<file path="src/rtl/bxe_pkg.sv">
package bxe_pkg;

  typedef enum logic [2:0] {
    PH_DOUT  = 3'b000,
    PH_DIN   = 3'b001,
    PH_CMD   = 3'b010,
    PH_STAT  = 3'b011,
    PH_RSV_O = 3'b100,
    PH_RSV_I = 3'b101,
    PH_MOUT  = 3'b110,
    PH_MIN   = 3'b111
  } bus_phase_e;

  localparam logic [1:0] CAUSE_NONE  = 2'b00;
  localparam logic [1:0] CAUSE_PHASE = 2'b01;

  typedef enum logic [3:0] {
    S_IDLE,
    S_CHECK,
    S_IREQ,
    S_ISINK,
    S_IWNREQ,
    S_TREQ,
    S_TWACK,
    S_TSINK,
    S_TWNACK
  } xfer_state_e;

endpackage

</file>
<file path="src/rtl/bxe_line_sync.sv">
module bxe_line_sync #(
  parameter int PW         = 3,
  parameter int STABLE_CYC = 2
) (
  input  logic          clk,
  input  logic          rst,
  input  logic [PW-1:0] phase_in,
  input  logic          req_in,
  input  logic          ack_in,
  output logic [PW-1:0] phase_q,
  output logic          phase_stable,
  output logic          req_q,
  output logic          ack_q
);
  localparam int CNTW = $clog2(STABLE_CYC + 1);

  logic [PW-1:0]   ph_m, ph_s;
  logic [1:0]      req_p, ack_p;
  logic [CNTW-1:0] run;

  always_ff @(posedge clk) begin
    if (rst) begin
      ph_m    <= '0;
      ph_s    <= '0;
      phase_q <= '0;
      run     <= '0;
      req_p   <= '0;
      ack_p   <= '0;
    end else begin
      ph_m  <= phase_in;
      ph_s  <= ph_m;
      req_p <= {req_p[0], req_in};
      ack_p <= {ack_p[0], ack_in};
      if (ph_s != phase_q) begin
        phase_q <= ph_s;
        run     <= '0;
      end else if (run != CNTW'(STABLE_CYC)) begin
        run <= run + 1'b1;
      end
    end
  end

  assign phase_stable = (run == CNTW'(STABLE_CYC));
  assign req_q        = req_p[1];
  assign ack_q        = ack_p[1];

  // a settled phase value has not moved in the last cycle
  assert_stable_hold_R8: assert property (@(posedge clk) disable iff (rst)
    phase_stable |-> (phase_q == $past(phase_q)));

endmodule

</file>
<file path="src/rtl/bxe_byte_counter.sv">
module bxe_byte_counter #(
  parameter int CW = 24
) (
  input  logic          clk,
  input  logic          rst,
  input  logic          load,
  input  logic [CW-1:0] load_val,
  input  logic          dec,
  output logic [CW-1:0] value,
  output logic          is_zero,
  output logic          is_last
);
  always_ff @(posedge clk) begin
    if (rst)                     value <= '0;
    else if (load)               value <= load_val;
    else if (dec && value != '0) value <= value - 1'b1;
  end

  assign is_zero = (value == '0);
  assign is_last = (value == CW'(1));

  assert_load_R2: assert property (@(posedge clk) disable iff (rst)
    load |=> (value == $past(load_val)));

  assert_count_step_R2: assert property (@(posedge clk) disable iff (rst)
    (dec && !load && !is_zero) |=> (value == $past(value) - 1'b1));

endmodule

</file>
<file path="src/rtl/bxe_xfer_fsm.sv">
module bxe_xfer_fsm
  import bxe_pkg::*;
#(
  parameter int DW = 8
) (
  input  logic          clk,
  input  logic          rst,
  input  logic          start,
  input  logic          target_mode,
  input  logic [2:0]    instr_phase,
  input  logic          start_zero,
  input  logic          set_atn,
  input  logic          clear_ack,
  input  logic [2:0]    phase_q,
  input  logic          phase_stable,
  input  logic          req_q,
  input  logic          ack_q,
  input  logic [DW-1:0] bus_data_in,
  input  logic          src_valid,
  input  logic [DW-1:0] src_data,
  input  logic          snk_ready,
  input  logic          cnt_zero,
  input  logic          cnt_last,
  output logic          cnt_load,
  output logic          cnt_dec,
  output logic [2:0]    ph_out,
  output logic          ph_oe,
  output logic          req_o,
  output logic          ack_o,
  output logic          atn_o,
  output logic [DW-1:0] d_out,
  output logic          d_oe,
  output logic          src_take,
  output logic          snk_valid,
  output logic [DW-1:0] snk_data,
  output logic          busy,
  output logic          done_o,
  output logic          irq_o,
  output logic [1:0]    cause_o,
  output logic          held
);
  xfer_state_e st;
  bus_phase_e  ph;
  logic        tgt;
  logic        out_dir;
  logic        mism;
  logic        i_go;

  // 1: bytes flow memory -> bus
  assign out_dir = tgt ? ph[0] : ~ph[0];
  assign mism    = phase_stable && (phase_q != ph);
  assign i_go    = phase_stable && !mism && req_q;
  assign busy    = (st != S_IDLE);

  always_comb begin
    cnt_load = (st == S_IDLE) && start;
    cnt_dec  = ((st == S_IREQ) && i_go && out_dir && src_valid) ||
               ((st == S_ISINK) && snk_ready) ||
               ((st == S_TWACK) && ack_q);
  end

  always_ff @(posedge clk) begin
    if (rst) begin
      st        <= S_IDLE;
      ph        <= PH_DOUT;
      tgt       <= 1'b0;
      ph_out    <= '0;
      ph_oe     <= 1'b0;
      req_o     <= 1'b0;
      ack_o     <= 1'b0;
      atn_o     <= 1'b0;
      d_out     <= '0;
      d_oe      <= 1'b0;
      src_take  <= 1'b0;
      snk_valid <= 1'b0;
      snk_data  <= '0;
      done_o    <= 1'b0;
      irq_o     <= 1'b0;
      cause_o   <= CAUSE_NONE;
      held      <= 1'b0;
    end else begin
      src_take <= 1'b0;
      if (set_atn) atn_o <= 1'b1;
      if (held && clear_ack) begin
        held  <= 1'b0;
        ack_o <= 1'b0;
      end
      case (st)
        S_IDLE: begin
          if (start) begin
            ph      <= bus_phase_e'(instr_phase);
            tgt     <= target_mode;
            done_o  <= 1'b0;
            irq_o   <= 1'b0;
            cause_o <= CAUSE_NONE;
            if (start_zero) begin
              done_o <= 1'b1;
            end else if (target_mode) begin
              ph_oe  <= 1'b1;
              ph_out <= instr_phase;
              st     <= S_TREQ;
            end else begin
              st <= S_CHECK;
            end
          end
        end
        S_CHECK: begin
          if (phase_stable) begin
            if (mism) begin
              irq_o   <= 1'b1;
              cause_o <= CAUSE_PHASE;
              st      <= S_IDLE;
            end else begin
              st <= S_IREQ;
            end
          end
        end
        S_IREQ: begin
          if (mism) begin
            irq_o   <= 1'b1;
            cause_o <= CAUSE_PHASE;
            st      <= S_IDLE;
          end else if (i_go) begin
            if (out_dir) begin
              if (src_valid) begin
                d_out    <= src_data;
                d_oe     <= 1'b1;
                src_take <= 1'b1;
                ack_o    <= 1'b1;
                if (cnt_last && ph == PH_MOUT) atn_o <= 1'b0;
                st <= S_IWNREQ;
              end
            end else begin
              snk_data  <= bus_data_in;
              snk_valid <= 1'b1;
              st        <= S_ISINK;
            end
          end
        end
        S_ISINK: begin
          if (snk_ready) begin
            snk_valid <= 1'b0;
            ack_o     <= 1'b1;
            st        <= S_IWNREQ;
          end
        end
        S_IWNREQ: begin
          if (!req_q) begin
            d_oe <= 1'b0;
            if (cnt_zero) begin
              done_o <= 1'b1;
              st     <= S_IDLE;
              if (ph == PH_MIN) held  <= 1'b1;
              else              ack_o <= 1'b0;
            end else begin
              ack_o <= 1'b0;
              st    <= S_IREQ;
            end
          end
        end
        S_TREQ: begin
          if (out_dir) begin
            if (src_valid) begin
              d_out    <= src_data;
              d_oe     <= 1'b1;
              src_take <= 1'b1;
              req_o    <= 1'b1;
              st       <= S_TWACK;
            end
          end else begin
            req_o <= 1'b1;
            st    <= S_TWACK;
          end
        end
        S_TWACK: begin
          if (ack_q) begin
            if (out_dir) begin
              req_o <= 1'b0;
              st    <= S_TWNACK;
            end else begin
              snk_data  <= bus_data_in;
              snk_valid <= 1'b1;
              st        <= S_TSINK;
            end
          end
        end
        S_TSINK: begin
          if (snk_ready) begin
            snk_valid <= 1'b0;
            req_o     <= 1'b0;
            st        <= S_TWNACK;
          end
        end
        S_TWNACK: begin
          if (!ack_q) begin
            d_oe <= 1'b0;
            if (cnt_zero) begin
              done_o <= 1'b1;
              ph_oe  <= 1'b0;
              st     <= S_IDLE;
            end else begin
              st <= S_TREQ;
            end
          end
        end
        default: st <= S_IDLE;
      endcase
    end
  end

  assert_mismatch_quiet_R3: assert property (@(posedge clk) disable iff (rst)
    $rose(irq_o) |-> (!src_take && !snk_valid && !req_o));

  assert_target_phase_R4: assert property (@(posedge clk) disable iff (rst)
    (tgt && busy) |-> (ph_oe && ph_out == ph));

  assert_atn_drop_final_R5: assert property (@(posedge clk) disable iff (rst)
    $fell(atn_o) |-> ack_o);

  assert_held_keeps_ack_R6: assert property (@(posedge clk) disable iff (rst)
    held |-> ack_o);

  assert_zero_no_handshake_R7: assert property (@(posedge clk) disable iff (rst)
    ((st == S_IDLE) && start && start_zero) |=> (done_o && !busy && !src_take));

  assert_ack_after_req_R10: assert property (@(posedge clk) disable iff (rst)
    $rose(ack_o) |-> $past(req_q));

  assert_ack_release_R10: assert property (@(posedge clk) disable iff (rst)
    $fell(ack_o) |-> (!$past(req_q) || $past(held)));

  assert_busy_start_ignored_R11: assert property (@(posedge clk) disable iff (rst)
    (busy && start) |=> (ph == $past(ph) && tgt == $past(tgt)));

endmodule

</file>
<file path="src/rtl/bus_xfer_engine.sv">
module bus_xfer_engine #(
  parameter int DW         = 8,
  parameter int CW         = 24,
  parameter int STABLE_CYC = 2
) (
  input  logic          clk,
  input  logic          rst,
  input  logic          start,
  input  logic          target_mode,
  input  logic [2:0]    instr_phase,
  input  logic [CW-1:0] instr_count,
  input  logic          set_atn,
  input  logic          clear_ack,
  input  logic [2:0]    bus_phase_in,
  output logic [2:0]    bus_phase_out,
  output logic          bus_phase_oe,
  input  logic          bus_req_in,
  output logic          bus_req_out,
  input  logic          bus_ack_in,
  output logic          bus_ack_out,
  output logic          bus_atn_out,
  input  logic [DW-1:0] bus_data_in,
  output logic [DW-1:0] bus_data_out,
  output logic          bus_data_oe,
  input  logic          src_valid,
  input  logic [DW-1:0] src_data,
  output logic          src_take,
  output logic          snk_valid,
  output logic [DW-1:0] snk_data,
  input  logic          snk_ready,
  output logic          busy,
  output logic          done,
  output logic          irq,
  output logic [1:0]    irq_cause,
  output logic [CW-1:0] remaining,
  output logic          ack_held
);
  logic [2:0] phase_q;
  logic       phase_stable, req_q, ack_q;
  logic       cnt_load, cnt_dec, cnt_zero, cnt_last;

  bxe_line_sync #(.PW(3), .STABLE_CYC(STABLE_CYC)) u_sync (
    .clk(clk), .rst(rst),
    .phase_in(bus_phase_in), .req_in(bus_req_in), .ack_in(bus_ack_in),
    .phase_q(phase_q), .phase_stable(phase_stable),
    .req_q(req_q), .ack_q(ack_q)
  );

  bxe_byte_counter #(.CW(CW)) u_cnt (
    .clk(clk), .rst(rst),
    .load(cnt_load), .load_val(instr_count), .dec(cnt_dec),
    .value(remaining), .is_zero(cnt_zero), .is_last(cnt_last)
  );

  bxe_xfer_fsm #(.DW(DW)) u_fsm (
    .clk(clk), .rst(rst),
    .start(start), .target_mode(target_mode), .instr_phase(instr_phase),
    .start_zero(instr_count == '0),
    .set_atn(set_atn), .clear_ack(clear_ack),
    .phase_q(phase_q), .phase_stable(phase_stable),
    .req_q(req_q), .ack_q(ack_q),
    .bus_data_in(bus_data_in),
    .src_valid(src_valid), .src_data(src_data), .snk_ready(snk_ready),
    .cnt_zero(cnt_zero), .cnt_last(cnt_last),
    .cnt_load(cnt_load), .cnt_dec(cnt_dec),
    .ph_out(bus_phase_out), .ph_oe(bus_phase_oe),
    .req_o(bus_req_out), .ack_o(bus_ack_out), .atn_o(bus_atn_out),
    .d_out(bus_data_out), .d_oe(bus_data_oe),
    .src_take(src_take), .snk_valid(snk_valid), .snk_data(snk_data),
    .busy(busy), .done_o(done), .irq_o(irq), .cause_o(irq_cause),
    .held(ack_held)
  );

endmodule

</file>
<file path="config.mk">
export PLATFORM = sky130hd
export DESIGN_NAME = bus_xfer_engine
export DESIGN_NICKNAME = d
export VERILOG_FILES = /design/src/rtl/bxe_pkg.sv /design/src/rtl/bxe_line_sync.sv /design/src/rtl/bxe_byte_counter.sv /design/src/rtl/bxe_xfer_fsm.sv /design/src/rtl/bus_xfer_engine.sv
export SDC_FILE = /design/constraint.sdc
export NUM_CORES = 1
export LEC_CHECK = 0
export BUFFER_PORTS_ARGS = -buffer_cell sky130_fd_sc_hd__buf_4
export CAP_MARGIN = 20
export CORE_UTILIZATION = 55
export DETAILED_ROUTE_END_ITERATION = 8
export PLACE_DENSITY = 0.84
export SYNTH_ARGS = -nofsm -noshare
export SYNTH_HDL_FRONTEND = slang
export SYNTH_SLANG_ARGS = --single-unit
</file>
<file path="constraint.sdc">
create_clock -name clk -period 6.1 [get_ports clk]
set_clock_uncertainty 0.05 [all_clocks]
set_input_delay 0.915 -clock clk [delete_from_list [all_inputs] [get_ports clk]]
set_output_delay 0.915 -clock clk [all_outputs]
set_load 0.01 [all_outputs]
</file>
; ---- Word-level counts from Yosys, hierarchy flattened
; Cells that the tools add are included.
; W data, S select, Z words.
[totals]
word_cells = 200
inputBits = 56
register_bits = 78
out_inout_bits = 56
[classes]
muxes = 98
bitwise_logic = 2
n_eq_ne = 32
add_sub_neg = 2
n_reduce_logical = 42
[ops]
columns = cell, count
row1 = $mux W8, 8
row2 = $mux W4, 15
row3 = $mux W1, 54
row4 = $logic_not A24 Y1, 2
row5 = $mux W24, 2
row6 = $pmux W4 S9, 1
row7 = $pmux W8 S2, 2
row8 = $eq A24 B1 Y1 const B, 1
row9 = $reduce_bool A24 Y1, 1
row10 = $sub A24 B1 Y24 const B, 1
row11 = $ne A2 B2 Y1 const B, 11
row12 = $eq A4 B3 Y1 const B, 4
row13 = $pmux W1 S3, 5
row14 = $reduce_and A5 Y1, 3
row15 = $logic_and A1 B1 Y1, 12
row16 = $reduce_and A4 Y1, 3
row17 = $reduce_bool A3 Y1, 4
row18 = $reduce_and A11 Y1, 1
row19 = $mux W2, 5
row20 = $eq A4 B2 Y1 const B, 2
row21 = $ne A2 B1 Y1 const B, 4
row22 = $reduce_bool A2 Y1, 4
row23 = $reduce_bool A4 Y1, 2
row24 = $eq A3 B3 Y1 const B, 2
row25 = 20 further kinds, 27

; ---- Longest topological paths before layout
; Gate-level depths: netlist of run 1.
[depth]
depth_word = 13
depth_mapped = 10
ltp_nobuf = 8

; ---- Hierarchy
; Synthesis of run 1 repeated with hierarchy kept, for this count alone.
[unflattened]
hier_cells = 458
hier_area_um2 = 3922.5
[modules_own_cells]
columns = mod, seq_area_each_um2, area_per_inst_um2, n_inst, cells_each
row1 = bxe_xfer_fsm, 760.7, 1926.8, 1, 231
row2 = bxe_byte_counter, 480.5, 1473.9, 1, 178
row3 = bxe_line_sync, 300.3, 464.2, 1, 40
row4 = bus_xfer_engine, 0.0, 57.6, 1, 9

; ---- Worst setup path after synthesis of run 1
; No wires, ideal clock.
[synth_path]
path_type = flip-flop to flip-flop
start = reg u_cnt.value[0]
end = reg u_cnt.value[16]
setup_slack_ns = 3.857
n_path_buf = 1
arrival_time_ns = 2.061
setup_time_ns = 0.132
required_time_ns = 5.918
stages_incl_launch_ff = 10
period_less_slack_ns = 2.243
path_cell_list = dfxtp_1 > inv_1 > ha_1 > or3b_2 > or4_4 > buf_6 > nor4_2 > nor2_1 > o21ai_1 > a21oi_1
[synth_between]
elab_chain_len = 3
elab_cells_between_ends = 6
cone_classes = 1 x add/sub / 2 x mux / 3 x reduce/logical
[synth_lines]
columns = item, line
row1 = "start, declared", bxe_byte_counter.sv:9  ; output logic [CW-1:0] value,
row2 = "start signal, assigned", bxe_byte_counter.sv:15  ; else if (load) value <= load_val;
row3 = "start signal, assigned", bxe_byte_counter.sv:16  ; else if (dec && value != '0) value <= value - 1'b1;
row4 = $sub A24 B1 Y24 / $reduce_bool A24 Y1 (equally long branches), bxe_byte_counter.sv:16
row5 = $mux W24 / $logic_and A1 B1 Y1 (equally long branches), bxe_byte_counter.sv:16
row6 = $mux W24 / $reduce_bool A2 Y1 (equally long branches), --
; Parallel ways exist; a longest one is shown, timed or not. The select of a mux whose other input is x is not followed.
; A chain may end at the register's enable or synchronous reset.

; ---- Final worst setup path of run 1
[layout_path]
start = reg u_cnt.value[1]
end = reg u_cnt.value[14]
; The elaborated chain is that of the path after synthesis.

==> flow_summary.ini, run 1 <==
[status]
status = finished clean

[clock_network]
clockBufferDepth = 2
cts_buffers = 9
cts.sinks = 77
post_cts_buffers = 0
cts_tree = yes
cts_root_buf = clkbuf_8
cts-htree-levels = 3
clkLatencyLatePin_ns = 0.36
path_clk_slew_ns = 0.09
cts_resized = 0
ctsHoldBuffers = 0

[pwr]
p_per_area_mw_per_mm2 = 398
ir_drop_mv = 0.207
p_leak_nw = 2.15
total_power_mw = 1.98

[cells_and_area]
antenna_cells = 0
drive_gt1_frac = 0.250
nets = 633
final_area_mm2 = 0.00498
synthToLayoutAreaGrowth_pct = 26.3
layout.cells.non_filler = 675

[timing]
worst_pin_slew_ns = 1.01
clock.fmax_mhz = 325
setup_viol = 0
maxSlewViolCount = 0
rsz0062_at_grt = false
min_period_ns = 3.08
relSlewSlack = 0.325
hold_ws_ns = 0.396
hold_viol = 0
fin_setup_tns_ns = 0
period_share = 0.505

[die]
fp.dieH_um = 86.7
die_w_um = 86.7
start_util = 0.574
core_area_mm2 = 0.00687
io_pins = 112
dieArea_mm2 = 0.00751
row_count = 30

[synth]
yosysMostFrequentCell = dfxtp_1
yosys.area.top_type_share = 0.391
synth.area.top_cells = dfxtp_1 (39%), nor2_1 (5.1%), mux2i_1 (5.1%)
synth.distinct_cells = 65
synth_common_cells = dfxtp_1 (77), nor2_1 (54), nand2_1 (53)
synth-edff-count = 0
syn_avg_cell_area_um2 = 8.19
synth_top_cell_by_area = dfxtp_1
yosysWarnings = 0
synth-seq-cells = 77
synth_area_mm2 = 0.00394
syn_nets = 540
ys_async_sr_fraction = 0
ys.flop_type = dfxtp_1
seq_area_frac_synth = 0.391
syn_inst = 481

[worst_setup_path]
r2r_setup_slack_ns = 3.02
path_cells = inv_1 > ha_1 > or3b_2 > nor4_1 > nand2_1 > a21oi_1 > nor2_1 > o21a_1
cp.arrival_ns = 3.29
critPathSlowestCell = a21oi_1
slowest_delay_ns = 0.87
critPathTopFamily = simple AND/OR/NAND/NOR gates
cp-start-kind = flop
crit_required_ns = 6.31
reg2reg_to = u_cnt.value[14]
critPathMaxFanout = 11
r2r_cells = 8
path_buf_inv = 1
r2r_start = u_cnt.value[1]
end_kind = flop
path_class = reg2reg

[grt]
grt_max_degree = 68
grtUsageTotal = 0.309
grt_pass1_vias = 3885
antenna_found_initial = 0
grt_pass1_wl_um = 18100
overflow = 0

[flow_run]
maxCapViolCount = 0

[placed_design]
place_area_mm2 = 0.00477
dp.cells = 659
dp_hpwl_um = 8040
port_buffers = 110
gp_congestion = 0.944

[detailed_routing]
post-route-drc-count = 0
routed_wl_um = 11400
drt_iter0_drc = 368
viasPerCell = 6.16
firstDrtPassIters = 5
ant_nets = 0
avgRoutedWirePerCell_um = 16.9
vias = 4155

[worst_hold_path]
hold_path.class = reg2reg
hold_path.startpoint = u_sync.req_p[0]
hold_end = u_sync.req_p[1]
hold_path_depth = 1
-- kinds of logic (layout without fill, tap and decap cells) --
| family | count (synthesis) | in the layout | synth area share |
|---|---|---|---|
| flip-flops | 77 | 77 | 0.391 |
| adder cells (fa/ha/maj) | 3 | 3 | 0.00952 |
| AO/OA/AOI/OAI | 108 | 108 | 0.182 |
| multiplexers | 21 | 21 | 0.0537 |
| buffers and inverters | 43 | 141 | 0.0463 |
| AND/OR/NAND/NOR | 209 | 209 | 0.274 |
| XOR/XNOR | 19 | 19 | 0.0422 |
| other | 1 | 1 | 0.000951 |
-- routing by layer --
layer | vias up | global-route usage | routed length, um
li1 | 1924 | - | -
met1 | 1936 | 0.395 | 4610
met2 | 264 | 0.501 | 5380
met3 | 31 | 0.0686 | 1180
met4 | 0 | 0.139 | 274
met5 | - | 0 | 0
-- registers in the layout, summed over array words and instances (netlist names), 2 cells and up --
name	count
u_fsm.d_out	8
u_sync.req_p	2
u_fsm.ph	3
u_fsm.snk_data	8
u_cnt.value	24
u_sync.ph_m	3
u_fsm.ph_out	3
u_sync.run	2
u_sync.ph_s	3
u_sync.ack_p	2
u_sync.phase_q	3
u_fsm.st	4
-- cell type report --
cell class | instances | area, um2
Clock inverter | 7 | 81.3
Fill cell | 553 | 1890
Clock buffer | 9 | 124
Inverter | 12 | 45.0
Tap cell | 96 | 120
Timing Repair Buffer | 113 | 848
Multi-Input combinational cell | 361 | 2220
Sequential cell | 77 | 1540
-- stage by stage --
step / utilization / setup WS [ns]
6_report: 0.725 / 3.02
5_1_grt: 0.725 / 2.71
4_1_cts: 0.725 / 3.12
3_5_place_dp: 0.695 / 3.14
3_3_place_gp: 0.694 / 3.00
2_1_floorplan: - / 3.86
-- cell usage in the layout, fill, tap and decap left out, drive strengths merged, types with 3 or more instances in the layout --
cell and n:
buf 113, dfxtp 77, nor2 55, nand2 54, a21oi 35, nor4 23, mux2i 20, a31oi 17
inv 16, nor3 14, nor2b 13, o21ai 12, xor2 10, nand3 10, xnor2 9, clkbuf 9
nand4 5, nand3b 5, nand2b 5, a22oi 5, or4 5, and2 4, and3 4, o211a 4
or3 3, o21a 3, o211ai 3, a211oi 3, ha 3
-- power by group --
group	internal (mW)	total (mW)	switching [mW]
Sequential	0.574	0.698	0.124
Combinational	0.361	0.870	0.509
Clock	0.196	0.415	0.220
-- worst max path at each step --
stage	cells past startpoint	slack, ns	to	startpoint
after global placement	7	3.00	u_cnt.value[14]	snk_ready
after floorplan	9	3.86	u_cnt.value[16]	u_cnt.value[0]
final	8	3.02	u_cnt.value[14]	u_cnt.value[1]
after CTS	8	3.12	u_cnt.value[19]	u_cnt.value[1]
after detailed placement	8	3.14	u_cnt.value[14]	u_cnt.value[1]
after global routing	8	2.71	u_cnt.value[19]	u_cnt.value[0]
Note: power is estimated with default switching activity, not from simulation.
==> run 2, diff against run 1 <==
--- a/config.mk
+++ b/config.mk
@@ -5,11 +5,12 @@
 export SDC_FILE = /design/constraint.sdc
 export NUM_CORES = 1
 export LEC_CHECK = 0
+export ABC_AREA = 1
 export BUFFER_PORTS_ARGS = -buffer_cell sky130_fd_sc_hd__buf_4
 export CAP_MARGIN = 20
-export CORE_UTILIZATION = 55
+export CORE_UTILIZATION = 54
 export DETAILED_ROUTE_END_ITERATION = 8
-export PLACE_DENSITY = 0.84
+export PLACE_DENSITY = 0.81
 export SYNTH_ARGS = -nofsm -noshare
 export SYNTH_HDL_FRONTEND = slang
 export SYNTH_SLANG_ARGS = --single-unit
==> constraint.sdc (replaced) <==
create_clock -name clk -period 3 [get_ports clk]
set_clock_uncertainty 0.05 [all_clocks]
set_input_delay 0.45 -clock clk [delete_from_list [all_inputs] [get_ports clk]]
set_output_delay 0.45 -clock clk [all_outputs]
set_load 0.01 [all_outputs]
==> run 2 against run 1 <==
  * Critical path depth increased by 1
  * Sequential cell count unchanged
  * Power increased to 3.2 times the previous value
  * Core utilization decreased by 3.9 points
  * Register-to-register slack got worse by 2.3 ns
  * First-iteration DRC count increased by 2.4%
  * Cell count increased by 34%
  * Area after synthesis increased by 16%
  * Combinational power increased to 4.5 times the previous value
  * Fmax increased by 33%
  * Largest cell class unchanged
  * Sequential share of layout area decreased by 3.5 points
  * Synthesized cell count increased by 44%
==> flow_summary.ini, run 2 <==
[status]
status = finished clean

[synth]
ys.flop_type = dfxtp_1
synth.distinct_cells = 40
yosys.area.top_type_share = 0.338
synth-edff-count = 0
ys_async_sr_fraction = 0
synth_common_cells = nand2_1 (152), nor2_1 (138), dfxtp_1 (77)
yosysMostFrequentCell = nand2_1
syn_avg_cell_area_um2 = 6.56
synth_top_cell_by_area = dfxtp_1
synth.area.top_cells = dfxtp_1 (34%), nand2_1 (13%), nor2_1 (11%)
syn_inst = 695
synth-seq-cells = 77
synth_area_mm2 = 0.00456
seq_area_frac_synth = 0.338
syn_nets = 754
yosysWarnings = 0

[clock_network]
cts_tree = yes
cts_buffers = 9
ctsHoldBuffers = 0
cts_resized = 0
path_clk_slew_ns = 0.08
clockBufferDepth = 2
cts_root_buf = clkbuf_8
clkLatencyLatePin_ns = 0.35
cts.sinks = 77
post_cts_buffers = 0
cts-htree-levels = 3

[cells_and_area]
mostFrequentLayoutCells = nand2_1 (152), nor2_1 (138), buf_4 (111), dfxtp_1 (77), inv_1 (66)
largest-register = u_cnt.value
final_area_mm2 = 0.00561
nFillCells = 720
nets = 856
reg_top3 = u_cnt.value x24, u_fsm.d_out x8, u_fsm.snk_data x8
layout.cells.non_filler = 907
largest_reg_flops = 24
drive_gt1_frac = 0.241
final_common_cell = nand2_1
antenna_cells = 0
synthToLayoutAreaGrowth_pct = 23.0

[grt]
grtUsageTotal = 0.284
grt_max_degree = 49
grt_pass1_vias = 4214
overflow = 0
antenna_found_initial = 0
grt_pass1_wl_um = 19600

[worst_setup_path]
path_class = reg2reg
cp-start-kind = flop
end_kind = flop
cp.arrival_ns = 2.54
critPathMaxFanout = 48
crit_required_ns = 3.22

[die]
fp.dieH_um = 93.9
die_w_um = 93.9
dieArea_mm2 = 0.00881
row_count = 33
io_pins = 112
start_util = 0.558
core_area_mm2 = 0.00818

[timing]
setup_viol = 0
clock.fmax_mhz = 432
fin_setup_tns_ns = 0
worst_pin_slew_ns = 0.785
hold_viol = 0
rsz0062_at_grt = false
relSlewSlack = 0.476
maxSlewViolCount = 0
hold_ws_ns = 0.246
period_share = 0.772
min_period_ns = 2.32
setup_ws_ns = 0.685

[placed_design]
dp.cells = 891
dp_hpwl_um = 9160
gp_congestion = 0.908
place_area_mm2 = 0.00537
port_buffers = 110
place_ws_ns = 0.753

[flow_run]
maxCapViolCount = 0

[detailed_routing]
routed_wl_um = 12300
firstDrtPassIters = 5
viasPerCell = 5.32
avgRoutedWirePerCell_um = 13.6
post-route-drc-count = 0
vias = 4821
drt_iter0_drc = 377
ant_nets = 0

[pwr]
ir_drop_mv = 0.858
p_per_area_mw_per_mm2 = 1150
p_leak_nw = 2.64

[worst_hold_path]
hold_path.class = in2reg
run 2: path summary, 6_finish.rpt:
check	start	endpoint	slack, ns	depth (start not counted)
max	u_fsm.st[1]	u_cnt.value[22]	0.68	9
min	bus_phase_in[0]	u_sync.ph_m[0]	0.25	3
max reg2reg	u_fsm.st[1]	u_cnt.value[22]	0.68	9
min reg2reg	u_sync.req_p[0]	u_sync.req_p[1]	0.35	2
run 2: area by class of cell:
type | count | area [um2] | share of cell area
tap | 105 | 131 | 0.0234
multi-input combinational | 523 | 2580 | 0.459
timing repair buffer | 111 | 833 | 0.149
inverter | 75 | 287 | 0.0511
clock buffer | 10 | 128 | 0.0228
sequential | 77 | 1540 | 0.275
clock inverter | 6 | 111 | 0.0199
run 2: kinds of logic after synthesis:
family	Yosys count	share of synthesized area
simple gates	419	0.415
flops	77	0.338
buf+inv	95	0.0966
xor+xnor	12	0.0231
compound gates	88	0.118
other cells	1	0.000823
fa+ha+maj	3	0.00824
run 2: through the flow:
stage	total power [mW]	utilization
after global routing	6.98	0.686
after CTS	6.41	0.686
after global placement	5.38	0.657
final	6.43	0.686
after floorplan	4.52	-
after detailed placement	5.44	0.657
run 2: critical path, cell delays in order, from the launching register on:
cell     delay [ns]
dfxtp_1        0.40
nor2_2         0.26
inv_2          0.09
nor2_4         0.16
inv_4          0.07
nor2_8         0.36
inv_4          0.31
nand2_8        0.30
nand2_1        0.08
a21oi_1        0.14
run 2: layer usage:
metal	wire length, um	track usage	vias up
li1	-	-	2416
met1	5600	0.389	2186
met2	5500	0.444	197
met3	958	0.0477	22
met4	276	0.110	0
met5	0	0	-
run 2: power by group:
group          switching [mW]  internal, mW  leakage (nW)  total [mW]
logic                    2.46          1.43          1.89        3.89
registers               0.318          1.28         0.629        1.60
clock network           0.388         0.553         0.116       0.941
==> run 3, diff against run 2 <==
--- a/config.mk
+++ b/config.mk
@@ -5,12 +5,12 @@
 export SDC_FILE = /design/constraint.sdc
 export NUM_CORES = 1
 export LEC_CHECK = 0
-export ABC_AREA = 1
+export ABC_AREA = 0
 export BUFFER_PORTS_ARGS = -buffer_cell sky130_fd_sc_hd__buf_4
 export CAP_MARGIN = 20
-export CORE_UTILIZATION = 54
+export CORE_UTILIZATION = 52
 export DETAILED_ROUTE_END_ITERATION = 8
-export PLACE_DENSITY = 0.81
+export PLACE_DENSITY = 0.8
 export SYNTH_ARGS = -nofsm -noshare
 export SYNTH_HDL_FRONTEND = slang
 export SYNTH_SLANG_ARGS = --single-unit
==> constraint.sdc (replaced) <==
create_clock -name clk -period 2.4 [get_ports clk]
set_clock_uncertainty 0.05 [all_clocks]
set_input_delay 0.36 -clock clk [delete_from_list [all_inputs] [get_ports clk]]
set_output_delay 0.36 -clock clk [all_outputs]
set_load 0.01 [all_outputs]
==> run 3 against run 2 <==
  * Via count is 12% lower
  * Largest power group unchanged
  * First-iteration DRC count is 27% lower
  * Non-clock buffer count is 37 higher
  * Critical endpoint is now u_cnt.value[12]
  * Cell count is 21% lower
  * Power is 15% lower
  * Global-route usage is 1.4 points higher
  * Worst setup slack worse by 0.55 ns
  * Sequential share of layout area is 1.5 points higher
  * Hold slack worse by 0.079 ns
==> flow_summary.ini, run 3 (same netlist as run 1, synthesis figures left out) <==
[cells_and_area]
final_common_cell = buf_4
largest_reg_flops = 24
mostFrequentLayoutCells = buf_4 (148), dfxtp_1 (77), nand2_1 (52), nor2_1 (51), a21oi_1 (35)
nets = 668
synthToLayoutAreaGrowth_pct = 34.9
drive_gt1_frac = 0.306
final_area_mm2 = 0.00532
reg_top3 = u_cnt.value x24, u_fsm.d_out x8, u_fsm.snk_data x8
antenna_cells = 0
largest-register = u_cnt.value

[clock_network]
cts_resized = 2
cts_tree = yes
clkLatencyLatePin_ns = 0.36
ctsHoldBuffers = 0
path_clk_slew_ns = 0.08
post_cts_buffers = 0
cts-htree-levels = 3
cts.sinks = 77
clockBufferDepth = 2
cts_root_buf = clkbuf_8
cts_buffers = 9

[placed_design]
dp_hpwl_um = 8240
port_buffers = 110
gp_congestion = 0.921
place_area_mm2 = 0.00505

[timing]
min_period_ns = 2.26
maxSlewViolCount = 0
hold_viol = 0
period_share = 0.942
clock.fmax_mhz = 442
worst_pin_slew_ns = 0.706
rsz0062_at_grt = false
setup_viol = 0
relSlewSlack = 0.528
fin_setup_tns_ns = 0

[grt]
overflow = 0
grt_max_degree = 45
grt_pass1_wl_um = 18200
grt_pass1_vias = 3879
antenna_found_initial = 0
grtUsageTotal = 0.298

[status]
status = finished clean

[die]
row_count = 31
fp.dieH_um = 89.1
dieArea_mm2 = 0.00793
io_pins = 112
start_util = 0.540
die_w_um = 89.1
core_area_mm2 = 0.00729

[worst_setup_path]
cp-start-kind = flop
end_kind = flop
crit_required_ns = 2.64
critPathMaxFanout = 6
path_class = reg2reg
cp.arrival_ns = 2.50

[worst_hold_path]
hold_path.class = in2reg

[detailed_routing]
avgRoutedWirePerCell_um = 16.2
drt_iter0_drc = 274
viasPerCell = 5.92
post-route-drc-count = 0
firstDrtPassIters = 5
vias = 4222
ant_nets = 0
routed_wl_um = 11500

[flow_run]
maxCapViolCount = 0

[pwr]
ir_drop_mv = 0.477
p_per_area_mw_per_mm2 = 1030
p_leak_nw = 2.34
## run 3: changes by cell type in the layout (fill, tap and decap cells not counted), moves of 18 or more
cell     previous run  this run
a21oi_2            18         0
buf_4             111       148
inv_1              66        12
mux2i_1             0        20
nand2_1           152        52
nand2_2            22         2
nand3_1            61        10
nor2_1            138        51
nor4_1              0        18
o21ai_0            36        10
## run 3: worst paths after layout
check            startpoint              end  slack, ns  cells after the start
min reg2reg  u_sync.ph_m[2]   u_sync.ph_s[2]       0.39                      1
min              bus_req_in  u_sync.req_p[0]       0.17                      2
max          u_cnt.value[9]  u_cnt.value[12]       0.14                      7
max reg2reg  u_cnt.value[9]  u_cnt.value[12]       0.14                      7
## run 3: final cells by class
cell class	instances	area [um2]
Tap cell	99	124
Inverter	12	45.0
Multi-Input combinational cell	361	2260
Clock inverter	6	93.8
Timing Repair Buffer	148	1110
Sequential cell	77	1540
Clock buffer	10	138
Fill cell	576	1980
## run 3: worst max-delay path, cell delays in order (launching register included)
cell and delay (ns):
dfxtp_1 0.37, or4_1 0.62, nor4_4 0.28, and2_2 0.27, buf_4 0.17, nor4_1 0.06
a31oi_1 0.19, o2111a_1 0.21
## run 3: per-stage QoR
step	hold slack [ns]	cells	total power, mW	setup slack (ns)	util
5_1_grt	0.180	713	5.77	0.00501	0.729
3_5_place_dp	0.376	697	4.20	0.0146	0.692
2_1_floorplan	0.364	481	3.28	0.157	-
6_report	0.167	713	5.45	0.139	0.729
3_3_place_gp	0.369	697	4.16	0.112	0.692
4_1_cts	0.160	713	5.35	0.0429	0.725
## run 3: metal layers
layer,track usage,vias up,share of wire
li1,-,1992,-
met1,0.387,1976,0.43
met2,0.497,227,0.47
met3,0.0536,27,0.085
met4,0.113,0,0.022
met5,0,-,0
## run 3: power breakdown
part / switching, mW / internal, mW
Clock: 0.518 / 0.621
Sequential: 0.167 / 1.46
Combinational: 1.52 / 1.16
